$ cat src/rtl/sram_ctrl_pkg.sv
package sram_ctrl_pkg;

  typedef enum logic [1:0] {
    SEQ_IDLE = 2'd0,
    SEQ_READ = 2'd1,
    SEQ_WLOW = 2'd2,
    SEQ_WREC = 2'd3
  } seq_state_e;

  typedef enum logic [2:0] {
    TP_CYC_RD = 3'd0,
    TP_OE_ACC = 3'd1,
    TP_CYC_WR = 3'd2,
    TP_WE_PW  = 3'd3,
    TP_CS_SU  = 3'd4,
    TP_AD_SU  = 3'd5,
    TP_DA_SU  = 3'd6
  } tparam_e;

  function automatic int unsigned pick3(input int unsigned grade, input int unsigned g0,
                                        input int unsigned g1, input int unsigned g2);
    if (grade == 0) return g0;
    else if (grade == 1) return g1;
    return g2;
  endfunction

  function automatic int unsigned grade_ns(input int unsigned grade, input tparam_e p);
    case (p)
      TP_CYC_RD: return pick3(grade, 100, 120, 150);
      TP_OE_ACC: return pick3(grade, 50, 60, 75);
      TP_CYC_WR: return pick3(grade, 100, 120, 150);
      TP_WE_PW:  return pick3(grade, 70, 80, 90);
      TP_CS_SU:  return pick3(grade, 80, 90, 100);
      TP_AD_SU:  return pick3(grade, 80, 90, 100);
      TP_DA_SU:  return pick3(grade, 40, 45, 50);
      default:   return pick3(grade, 100, 120, 150);
    endcase
  endfunction

  function automatic int unsigned max2(input int unsigned a, input int unsigned b);
    return (a > b) ? a : b;
  endfunction

  function automatic int unsigned ns_to_cyc(input int unsigned ns, input int unsigned per);
    int unsigned c;
    c = (ns + per - 1) / per;
    return (c == 0) ? 1 : c;
  endfunction

  function automatic int unsigned tcyc(input int unsigned grade, input tparam_e p,
                                       input int unsigned per);
    return ns_to_cyc(grade_ns(grade, p), per);
  endfunction

  function automatic int unsigned rd_cycles(input int unsigned grade, input int unsigned per);
    return max2(tcyc(grade, TP_CYC_RD, per), tcyc(grade, TP_OE_ACC, per));
  endfunction

  function automatic int unsigned wr_cycles(input int unsigned grade, input int unsigned per);
    return max2(max2(tcyc(grade, TP_WE_PW, per), tcyc(grade, TP_CS_SU, per)),
                max2(tcyc(grade, TP_AD_SU, per), tcyc(grade, TP_DA_SU, per)));
  endfunction

  function automatic int unsigned rec_cycles(input int unsigned grade, input int unsigned per);
    int unsigned wc;
    int unsigned wl;
    wc = tcyc(grade, TP_CYC_WR, per);
    wl = wr_cycles(grade, per);
    return (wc > wl + 1) ? (wc - wl) : 1;
  endfunction

endpackage

$ cat src/rtl/sram_req_regs.sv
module sram_req_regs #(
  parameter int unsigned ADDR_W = 15,
  parameter int unsigned DATA_W = 8
) (
  input  logic              clk,
  input  logic              rst_n,
  input  logic              load,
  input  logic [ADDR_W-1:0] addr_in,
  input  logic [DATA_W-1:0] data_in,
  output logic [ADDR_W-1:0] addr_q,
  output logic [DATA_W-1:0] data_q
);

  logic [ADDR_W-1:0] addr_d;
  logic [DATA_W-1:0] data_d;

  always_comb begin
    addr_d = addr_q;
    data_d = data_q;
    if (load) begin
      addr_d = addr_in;
      data_d = data_in;
    end
  end

  always_ff @(posedge clk or negedge rst_n) begin
    if (!rst_n) begin
      addr_q <= '0;
      data_q <= '0;
    end else begin
      addr_q <= addr_d;
      data_q <= data_d;
    end
  end

endmodule

$ cat src/rtl/sram_rd_capture.sv
module sram_rd_capture #(
  parameter int unsigned DATA_W = 8
) (
  input  logic              clk,
  input  logic              rst_n,
  input  logic              sample,
  input  logic [DATA_W-1:0] dq_in,
  output logic [DATA_W-1:0] rd_data,
  output logic              rd_valid
);

  logic [DATA_W-1:0] data_d;

  always_comb begin
    data_d = rd_data;
    if (sample) data_d = dq_in;
  end

  always_ff @(posedge clk or negedge rst_n) begin
    if (!rst_n) begin
      rd_data  <= '0;
      rd_valid <= 1'b0;
    end else begin
      rd_data  <= data_d;
      rd_valid <= sample;
    end
  end

  // the valid flag lasts one cycle, and the data holds once the flag is gone
  a_r10_valid_pulse: assert property (@(posedge clk) disable iff (!rst_n)
    rd_valid |=> !rd_valid);
  a_r10_data_hold: assert property (@(posedge clk) disable iff (!rst_n)
    !sample |=> $stable(rd_data));

endmodule

$ cat src/rtl/sram_strobe_seq.sv
module sram_strobe_seq
  import sram_ctrl_pkg::*;
#(
  parameter int unsigned RD_CYC  = 13,
  parameter int unsigned WR_CYC  = 10,
  parameter int unsigned REC_CYC = 3
) (
  input  logic clk,
  input  logic rst_n,
  input  logic req_valid,
  input  logic req_write,
  output logic req_ready,
  output logic accept,
  output logic rd_sample,
  output logic cs_n,
  output logic we_n,
  output logic oe_n,
  output logic dq_oe
);

  localparam int unsigned MAX_CYC = max2(max2(RD_CYC, WR_CYC), REC_CYC);
  localparam int unsigned CNT_W   = $clog2(MAX_CYC + 1);

  seq_state_e       state_q, state_d;
  logic [CNT_W-1:0] cnt_q, cnt_d;
  logic             cnt_zero;

  assign cnt_zero  = (cnt_q == '0);
  assign req_ready = (state_q == SEQ_IDLE);
  assign accept    = req_valid && req_ready;
  assign rd_sample = (state_q == SEQ_READ) && cnt_zero;

  always_comb begin
    state_d = state_q;
    cnt_d   = cnt_q;
    case (state_q)
      SEQ_IDLE: begin
        if (accept) begin
          if (req_write) begin
            state_d = SEQ_WLOW;
            cnt_d   = CNT_W'(WR_CYC - 1);
          end else begin
            state_d = SEQ_READ;
            cnt_d   = CNT_W'(RD_CYC - 1);
          end
        end
      end
      SEQ_READ: begin
        if (cnt_zero) state_d = SEQ_IDLE;
        else cnt_d = cnt_q - CNT_W'(1);
      end
      SEQ_WLOW: begin
        if (cnt_zero) begin
          state_d = SEQ_WREC;
          cnt_d   = CNT_W'(REC_CYC - 1);
        end else begin
          cnt_d = cnt_q - CNT_W'(1);
        end
      end
      SEQ_WREC: begin
        if (cnt_zero) state_d = SEQ_IDLE;
        else cnt_d = cnt_q - CNT_W'(1);
      end
      default: state_d = SEQ_IDLE;
    endcase
  end

  always_ff @(posedge clk or negedge rst_n) begin
    if (!rst_n) begin
      state_q <= SEQ_IDLE;
      cnt_q   <= '0;
      cs_n    <= 1'b1;
      we_n    <= 1'b1;
      oe_n    <= 1'b1;
      dq_oe   <= 1'b0;
    end else begin
      state_q <= state_d;
      cnt_q   <= cnt_d;
      cs_n    <= !((state_d == SEQ_READ) || (state_d == SEQ_WLOW));
      we_n    <= (state_d != SEQ_WLOW);
      oe_n    <= (state_d != SEQ_READ);
      dq_oe   <= (state_d == SEQ_WLOW) || ((state_d == SEQ_WREC) && (state_q == SEQ_WLOW));
    end
  end

  // an idle sequencer leaves every strobe off and the bus released
  a_r1_idle_quiet: assert property (@(posedge clk) disable iff (!rst_n)
    req_ready |-> (cs_n && we_n && oe_n && !dq_oe));
  // taking a request makes the port busy on the next cycle
  a_r8_accept_busy: assert property (@(posedge clk) disable iff (!rst_n)
    accept |=> !req_ready);
  // the write strobe falls together with chip select, with output enable off
  a_r3_we_with_cs: assert property (@(posedge clk) disable iff (!rst_n)
    $fell(we_n) |-> $fell(cs_n));
  a_r3_oe_off_in_write: assert property (@(posedge clk) disable iff (!rst_n)
    !we_n |-> oe_n);
  // a read has select and output enable low and the write strobe high
  a_r2_read_strobes: assert property (@(posedge clk) disable iff (!rst_n)
    !oe_n |-> (!cs_n && we_n));
  // the data driver never overlaps the RAM output stage
  a_r4_no_contention: assert property (@(posedge clk) disable iff (!rst_n)
    dq_oe |-> oe_n);
  a_r4_drive_in_write: assert property (@(posedge clk) disable iff (!rst_n)
    !we_n |-> dq_oe);

endmodule

$ cat src/rtl/sram_async_ctrl.sv
module sram_async_ctrl
  import sram_ctrl_pkg::*;
#(
  parameter int unsigned ADDR_W        = 15,
  parameter int unsigned DATA_W        = 8,
  parameter int unsigned CLK_PERIOD_NS = 8,
  parameter int unsigned SPEED_GRADE   = 0
) (
  input  logic              clk,
  input  logic              rst_n,
  input  logic              req_valid,
  input  logic              req_write,
  input  logic [ADDR_W-1:0] req_addr,
  input  logic [DATA_W-1:0] req_wdata,
  output logic              req_ready,
  output logic              rd_valid,
  output logic [DATA_W-1:0] rd_data,
  output logic [ADDR_W-1:0] mem_addr,
  output logic              mem_cs_n,
  output logic              mem_we_n,
  output logic              mem_oe_n,
  output logic [DATA_W-1:0] mem_dq_out,
  output logic              mem_dq_oe,
  input  logic [DATA_W-1:0] mem_dq_in
);

  localparam int unsigned RD_CYC  = rd_cycles(SPEED_GRADE, CLK_PERIOD_NS);
  localparam int unsigned WR_CYC  = wr_cycles(SPEED_GRADE, CLK_PERIOD_NS);
  localparam int unsigned REC_CYC = rec_cycles(SPEED_GRADE, CLK_PERIOD_NS);

  logic rst_meta, rst_sync;
  logic accept, rd_sample;

  always_ff @(posedge clk or negedge rst_n) begin
    if (!rst_n) begin
      rst_meta <= 1'b0;
      rst_sync <= 1'b0;
    end else begin
      rst_meta <= 1'b1;
      rst_sync <= rst_meta;
    end
  end

  sram_strobe_seq #(
    .RD_CYC (RD_CYC),
    .WR_CYC (WR_CYC),
    .REC_CYC(REC_CYC)
  ) u_seq (
    .clk      (clk),
    .rst_n    (rst_sync),
    .req_valid(req_valid),
    .req_write(req_write),
    .req_ready(req_ready),
    .accept   (accept),
    .rd_sample(rd_sample),
    .cs_n     (mem_cs_n),
    .we_n     (mem_we_n),
    .oe_n     (mem_oe_n),
    .dq_oe    (mem_dq_oe)
  );

  sram_req_regs #(
    .ADDR_W(ADDR_W),
    .DATA_W(DATA_W)
  ) u_req (
    .clk    (clk),
    .rst_n  (rst_sync),
    .load   (accept),
    .addr_in(req_addr),
    .data_in(req_wdata),
    .addr_q (mem_addr),
    .data_q (mem_dq_out)
  );

  sram_rd_capture #(
    .DATA_W(DATA_W)
  ) u_cap (
    .clk     (clk),
    .rst_n   (rst_sync),
    .sample  (rd_sample),
    .dq_in   (mem_dq_in),
    .rd_data (rd_data),
    .rd_valid(rd_valid)
  );

  // the address register holds while the RAM stays selected
  a_r5_addr_stable: assert property (@(posedge clk) disable iff (!rst_sync)
    (!mem_cs_n && $past(!mem_cs_n)) |-> $stable(mem_addr));
  // a new access starts only after chip select has been high
  a_r9_cs_gap: assert property (@(posedge clk) disable iff (!rst_sync)
    $fell(mem_cs_n) |-> $past(req_ready));
  // write data stays put while it is driven
  a_r4_data_stable: assert property (@(posedge clk) disable iff (!rst_sync)
    (mem_dq_oe && $past(mem_dq_oe)) |-> $stable(mem_dq_out));

endmodule

$ cat config.mk
export PLATFORM = sky130hd
export DESIGN_NAME = sram_async_ctrl
export DESIGN_NICKNAME = d
export VERILOG_FILES = /design/src/rtl/sram_ctrl_pkg.sv /design/src/rtl/sram_req_regs.sv /design/src/rtl/sram_rd_capture.sv /design/src/rtl/sram_strobe_seq.sv /design/src/rtl/sram_async_ctrl.sv
export SDC_FILE = /design/constraint.sdc
export NUM_CORES = 1
export LEC_CHECK = 0
export BUFFER_PORTS_ARGS = -buffer_cell sky130_fd_sc_hd__buf_4
export CORE_ASPECT_RATIO = 1.75
export CORE_MARGIN = 5
export CORE_UTILIZATION = 48
export DETAILED_ROUTE_END_ITERATION = 16
export PLACE_DENSITY = 0.88
export SLEW_MARGIN = 20
export SYNTH_ARGS = -nofsm -noshare
export SYNTH_HDL_FRONTEND = slang
export SYNTH_SLANG_ARGS = --single-unit
$ cat constraint.sdc
create_clock -name clk -period 1.56 [get_ports clk]
set_clock_uncertainty 0.05 [all_clocks]
set_input_delay 0.312 -clock clk [delete_from_list [all_inputs] [get_ports clk]]
set_output_delay 0.312 -clock clk [all_outputs]
set_load 0.05 [all_outputs]
==> results of run 1 <==
[state kept, by name, indices dropped and copies added, names as in the netlist, 2 cells and up]
signal         flops
u_seq.state_q      2
u_seq.cnt_q        4
u_req.data_q       8
u_cap.rd_data      8
u_req.addr_q      15
[timing repair]
action	in CTS	in global routing
pin swaps	0	3
endpoints found under the hold margin	2	0
hold buffers	1	0
setup buffers	2	4
gates cloned	1	0
setup endpoints to repair	11	26
gates resized for setup	12	5
[path summary, 6_finish.rpt]
path	depth (start not counted)	start	endpoint
max in group asynchronous	1	rst_sync$_DFF_PN0_	u_seq.cs_n$_DFF_PN1_
min in group clk	2	req_addr[10]	u_req.addr_q[10]$_DFFE_PN0N_
hold reg to reg	0	rst_sync$_DFF_PN0_	u_seq.state_q[1]$_DFF_PN0_
setup / recovery	4	u_seq.state_q[0]$_DFF_PN0_	req_ready
hold / removal	0	rst_sync$_DFF_PN0_	u_seq.state_q[1]$_DFF_PN0_
setup reg to reg	7	u_seq.cnt_q[1]$_DFFE_PN0P_	u_seq.cnt_q[0]$_DFFE_PN0P_
[layer usage]
| layer | part of all wire | vias up |
|---|---|---|
| met1 | 0.36 | 700 |
| met2 | 0.58 | 34 |
| met4 | 0.021 | 0 |
| li1 | - | 652 |
| met5 | 0 | - |
| met3 | 0.040 | 12 |
[area by class of cell]
type                            instances  area, um2
Sequential cell                        44       1110
Fill cell                             248        942
Multi-Input combinational cell         74        793
Timing Repair Buffer                   95        772
Clock buffer                            6       82.6
Tap cell                               48       60.1
Clock inverter                          2       38.8
Inverter                                7       33.8
[where the power goes]
part	internal (uW)	switching [uW]
registers	1710	338
clock network	523	375
logic	1780	2640
[per-stage QoR]
step | util | setup WS (ps) | power, uW | instance area (um2)
after global routing | 0.754 | -74.2 | 7700 | 2890
after global placement | 0.686 | -79.0 | 6090 | 2630
final | 0.754 | -40.3 | 7370 | 2890
after CTS | 0.740 | -45.6 | 7270 | 2830
after floorplan | - | -157 | 4930 | 1950
after detailed placement | 0.686 | -146 | 6190 | 2630
[critical path, stage by stage (launching register included)]
cell and delay (ps):
dfrtp_1 380, or2_4 280, inv_8 50, buf_6 90, buf_8 130
[synthesized netlist by cell type]
master     instances
dfrtp_1           41
mux2_2            31
inv_1              6
nor2b_1            5
mux2i_1            4
o21ai_0            4
a21oi_1            3
dfstp_2            3
nor3_1             3
buf_12             2
buf_6              2
ha_1               2
nand2_1            2
nand3b_1           2
nor2_1             2
a21o_1             1
a221o_1            1
a221oi_1           1
a22oi_1            1
and2_4             1
buf_2              1
buf_4              1
clkbuf_1           1
conb_1             1
inv_2              1
nand2b_1           1
nand3_2            1
nor3b_1            1
o21ba_2            1
o221a_2            1
o2bb2ai_1          1
o31ai_1            1
o32ai_1            1
or2_4              1
[kinds of logic after synthesis]
family / after synthesis
DFF: 44
muxes: 35
and+or+nand+nor: 19
AOI/OAI and AO/OA: 16
buffers and inverters: 14
adders and majority gates: 2
other: 1
==> results.json, run 1 <==
{
  "outcome": "finished, violations left",
  "violations": "negative setup slack",
  "gr-usage-met2": 0.347,
  "dpl.hpwl_mm": 3.43,
  "synth_area_leaders": "dfrtp_1 55%, mux2_2 19%, dfstp_2 4.2%, buf_12 2.2%, mux2i_1 2.2%",
  "syn_to_final_growth_pct": 55.1,
  "io_buffers": 71,
  "final_antenna_net_count": 0,
  "min_path_type": "reg -> async",
  "die_height_um": 92.4,
  "start_util": 0.486,
  "wl_per_cell_um": 17.3,
  "layout_commonest_cell": "buf_4",
  "dpl.cell_count": 260,
  "gp_congestion": 0.865,
  "maxCapViolCount": 0,
  "grt_pass1_vias": 1594,
  "yosysTopAreaCell": "dfrtp_1",
  "drc": 0,
  "fin_crit_sh": 1.03,
  "grt_pass1_wl_mm": 7.65,
  "cp-start-kind": "flip-flop",
  "avgViaCountPerCell": 5.07,
  "synth_top_family_by_area": "multiplexers",
  "grt_max_degree": 33,
  "synth_xor_area_frac": 0,
  "finalSetupViolCount": 1,
  "cts_tree": "built",
  "finalNetCount": 264,
  "crit_fanout": 2,
  "synth_cell_types": 34,
  "synthMuxAreaShare": 0.209,
  "powerDensity_nw_per_um2": 2550,
  "grtUsageMet3": 0.0446,
  "drt_wl_total_mm": 4.78,
  "final_layout_size_suffix_gt1_frac": 0.667,
  "clkLatencyLatePin_ps": 290,
  "die-width_um": 57.1,
  "cts.path.max_buffers": 2,
  "fin_crit_ps": 1600,
  "gr-usage-met1": 0.198,
  "worstSetupPathType": "reg -> out",
  "syn_area_per_cell_um2": 14.2,
  "track_usage": 0.190,
  "num_io_pins": 72,
  "die_area_um2": 5270,
  "synth_seq_cells": 44,
  "fin_hold_ws_ps": 101,
  "worstSetupEndpointType": "output pin",
  "cp.required_ps": 1200,
  "setup_ws_ps": -40.3,
  "finalSetupTns_ps": -40.3,
  "cts_sinks": 44,
  "cts_buffers": 5,
  "synthesis.nets": 168,
  "busiest_layer": "met2",
  "drtPass1Iterations": 4,
  "clk_pin_slew_ps": 80,
  "worstPathArrival_ps": 1240,
  "antenna_cells": 0,
  "synth_compound_area_frac": 0.0619,
  "final_cell_mix": "87 x buf_4, 40 x dfrtp_1, 20 x mux2_4, 11 x mux2_2, 6 x clkbuf_8",
  "gr-total-overflow": 0,
  "irDropWorstVdd_mv": 1.46,
  "final_hold_viol_count": 0,
  "synth.yosys.seq_area_share": 0.594,
  "drv_slew": 0,
  "cts-root-buf": "clkbuf_8",
  "syn_area_um2": 1860,
  "r2r_setup_slack_ps": 0,
  "ys_warn_count": 0,
  "synth_cells": 131,
  "fin_cells": 276,
  "synthSimpleGateAreaFrac": 0.0632,
  "rsz0062_at_grt": "true",
  "synth_top_area_frac": 0.551,
  "drtIter0Drc": 41,
  "p_leak_uw": 0.00140,
  "fmax_mhz": 625,
  "num_vias": 1398,
  "rows": 30,
  "synthAdderAreaFrac": 0.0134,
  "cts_max_level": 2,
  "antenna_found_initial": 0,
  "core_um2": 3830
}
No activity file was read; power rests on OpenSTA's default activity.
==> run 2: changes to the inputs <==
- clock period: 1.56 -> 1.8 ns (I/O delays scaled with it)
==> run 2 against run 1 <==
- the run now ends clean
- final cell count shrank 6.5%
- worst hold slack lost 0.54 ps
- final area decreased by 10%
- clock-buffer cell count is the same
- global-route usage decreased by 2.7 points
- register-to-register slack gained 110 ps
- sequential share of layout area up 4.3 points
- first-iteration DRC count is 37% lower
- critical path depth increased by 2
- sequential cell count unchanged
- non-clock buffer count shrank 17
==> results.json, run 2 (same netlist as run 1, synthesis figures left out) <==
{
  "drv_slew": 0,
  "cp-start-kind": "flip-flop",
  "cts_setup_buffers": 0,
  "layout_commonest_cell": "buf_4",
  "crit_fanout": 6,
  "cp.required_ps": 1920,
  "num_io_pins": 72,
  "cts.path.max_buffers": 2,
  "clk_pin_slew_ps": 80,
  "setup_ws_ps": 109,
  "dpl.cell_count": 249,
  "io_buffers": 71,
  "clkLatencyLatePin_ps": 290,
  "die_area_um2": 5270,
  "cts_tree": "built",
  "num_vias": 1326,
  "die_height_um": 92.4,
  "grt_pass1_vias": 1375,
  "dpl.hpwl_mm": 3.13,
  "syn_to_final_growth_pct": 39.6,
  "final_antenna_net_count": 0,
  "worstSetupPathType": "reg -> reg",
  "drtIter0Drc": 26,
  "outcome": "finished clean",
  "drc": 0,
  "start_util": 0.486,
  "antenna_cells": 0,
  "final_layout_size_suffix_gt1_frac": 0.600,
  "rsz0062_at_grt": "false",
  "worstPathArrival_ps": 1810,
  "grtUsageMet3": 0.0307,
  "largest-register": "u_req.addr_q",
  "track_usage": 0.163,
  "fin_hold_ws_ps": 101,
  "maxCapViolCount": 0,
  "gr-total-overflow": 0,
  "gp_congestion": 0.798,
  "wl_per_cell_um": 15.9,
  "gr-usage-met2": 0.291,
  "fin_cells": 258,
  "post-place-ws_ps": -25.2,
  "cts-root-buf": "clkbuf_8",
  "drt_wl_total_mm": 4.10,
  "drtPass1Iterations": 4,
  "rows": 30,
  "largest_reg_flops": 15,
  "cp_slowest_cell": "dfrtp_1",
  "fillCellCount": 292,
  "cts_buffers": 5,
  "worstSetupEndpointType": "flip-flop",
  "fmax_mhz": 592,
  "grt_max_degree": 31,
  "final_hold_viol_count": 0,
  "avgViaCountPerCell": 5.14,
  "gr-usage-met1": 0.183,
  "worstPathCellList": "inv_1, ha_1, nor3b_4, buf_4, a21o_1, a221o_1",
  "min_path_type": "reg -> async",
  "fin_crit_ps": 1690,
  "fin_crit_sh": 0.939,
  "multi_input_area_um2": 669,
  "busiest_layer": "met2",
  "register_area_um2": 1110,
  "cts_max_level": 2,
  "cts_sinks": 44,
  "antenna_found_initial": 0,
  "largestRegisters": "u_req.addr_q: 15 flops, u_cap.rd_data: 8 flops, u_req.data_q: 8 flops",
  "die-width_um": 57.1,
  "finalSetupViolCount": 0,
  "final_cell_mix": "76 x buf_4, 40 x dfrtp_1, 31 x mux2_2, 6 x inv_1",
  "grt_pass1_wl_mm": 6.63,
  "finalNetCount": 246,
  "critPathMaxStageDelay_ps": 390,
  "core_um2": 3830
}
-- run 2: cell count changes in the layout (fill, tap and decap cells not counted), sizes merged --
cell / previous run / this run
bufinv: 1 / 2
clkinv: 1 / 0
nand3: 2 / 1
buf: 94 / 77
-- run 2: final timing paths --
check                                                 from                      endpoint  slack [ps]  cells past startpoint
worst max-delay path            u_seq.cnt_q[1]$_DFFE_PN0P_    u_seq.cnt_q[0]$_DFFE_PN0P_         110                      6
worst min-delay path                    rst_sync$_DFF_PN0_  u_req.addr_q[10]$_DFFE_PN0N_         100                      0
worst max register to register  u_seq.cnt_q[1]$_DFFE_PN0P_    u_seq.cnt_q[0]$_DFFE_PN0P_         110                      6
worst min register to register          rst_sync$_DFF_PN0_  u_req.addr_q[10]$_DFFE_PN0N_         100                      0
max in group asynchronous               rst_sync$_DFF_PN0_          u_seq.oe_n$_DFF_PN1_        1070                      1
min in group clk                              req_wdata[2]   u_req.data_q[2]$_DFFE_PN0N_         250                      2
-- run 2: what timing repair did --
| action | CTS | global route |
|---|---|---|
| hold buffers | 1 | 0 |
| hold endpoints to repair | 2 | 0 |
| pin swaps | 0 | 0 |
| setup endpoints to repair | 8 | 8 |
| gates resized for setup | 1 | 2 |
-- run 2: layout make-up --
type / count / area share
clock inverter: 2 / 0.0231
clock buffer: 6 / 0.0279
sequential: 44 / 0.426
tap: 48 / 0.0231
timing repair buffer: 78 / 0.231
multi-input combinational: 73 / 0.258
inverter: 7 / 0.0111
-- run 2: through the flow --
stage	utilization	TNS (ps)	cell area, um2
2_1_floorplan	-	0	1860
3_3_place_gp	0.636	0	2440
3_5_place_dp	0.636	-102	2440
4_1_cts	0.675	0	2580
5_1_grt	0.678	0	2600
6_report	0.678	0	2600
-- run 2: worst max-delay path, delay by kind of cell (launching register included) --
family,cells,cell delay [ps]
DFF,1,390
and+or+nand+nor,1,170
AOI/OAI and AO/OA,2,500
adders and majority gates,1,210
buffers and inverters,2,250
-- run 2: routing by layer --
metal / vias up / wire [um] / part of all wire
met3: 8 / 244 / 0.060
met2: 41 / 2290 / 0.56
met5: - / 0 / 0
met1: 669 / 1460 / 0.36
li1: 608 / - / -
met4: 0 / 105 / 0.026
Power of run 2 is not shown: default switching activity piles up to over one toggle a cycle in this logic, so the estimate is an artifact.
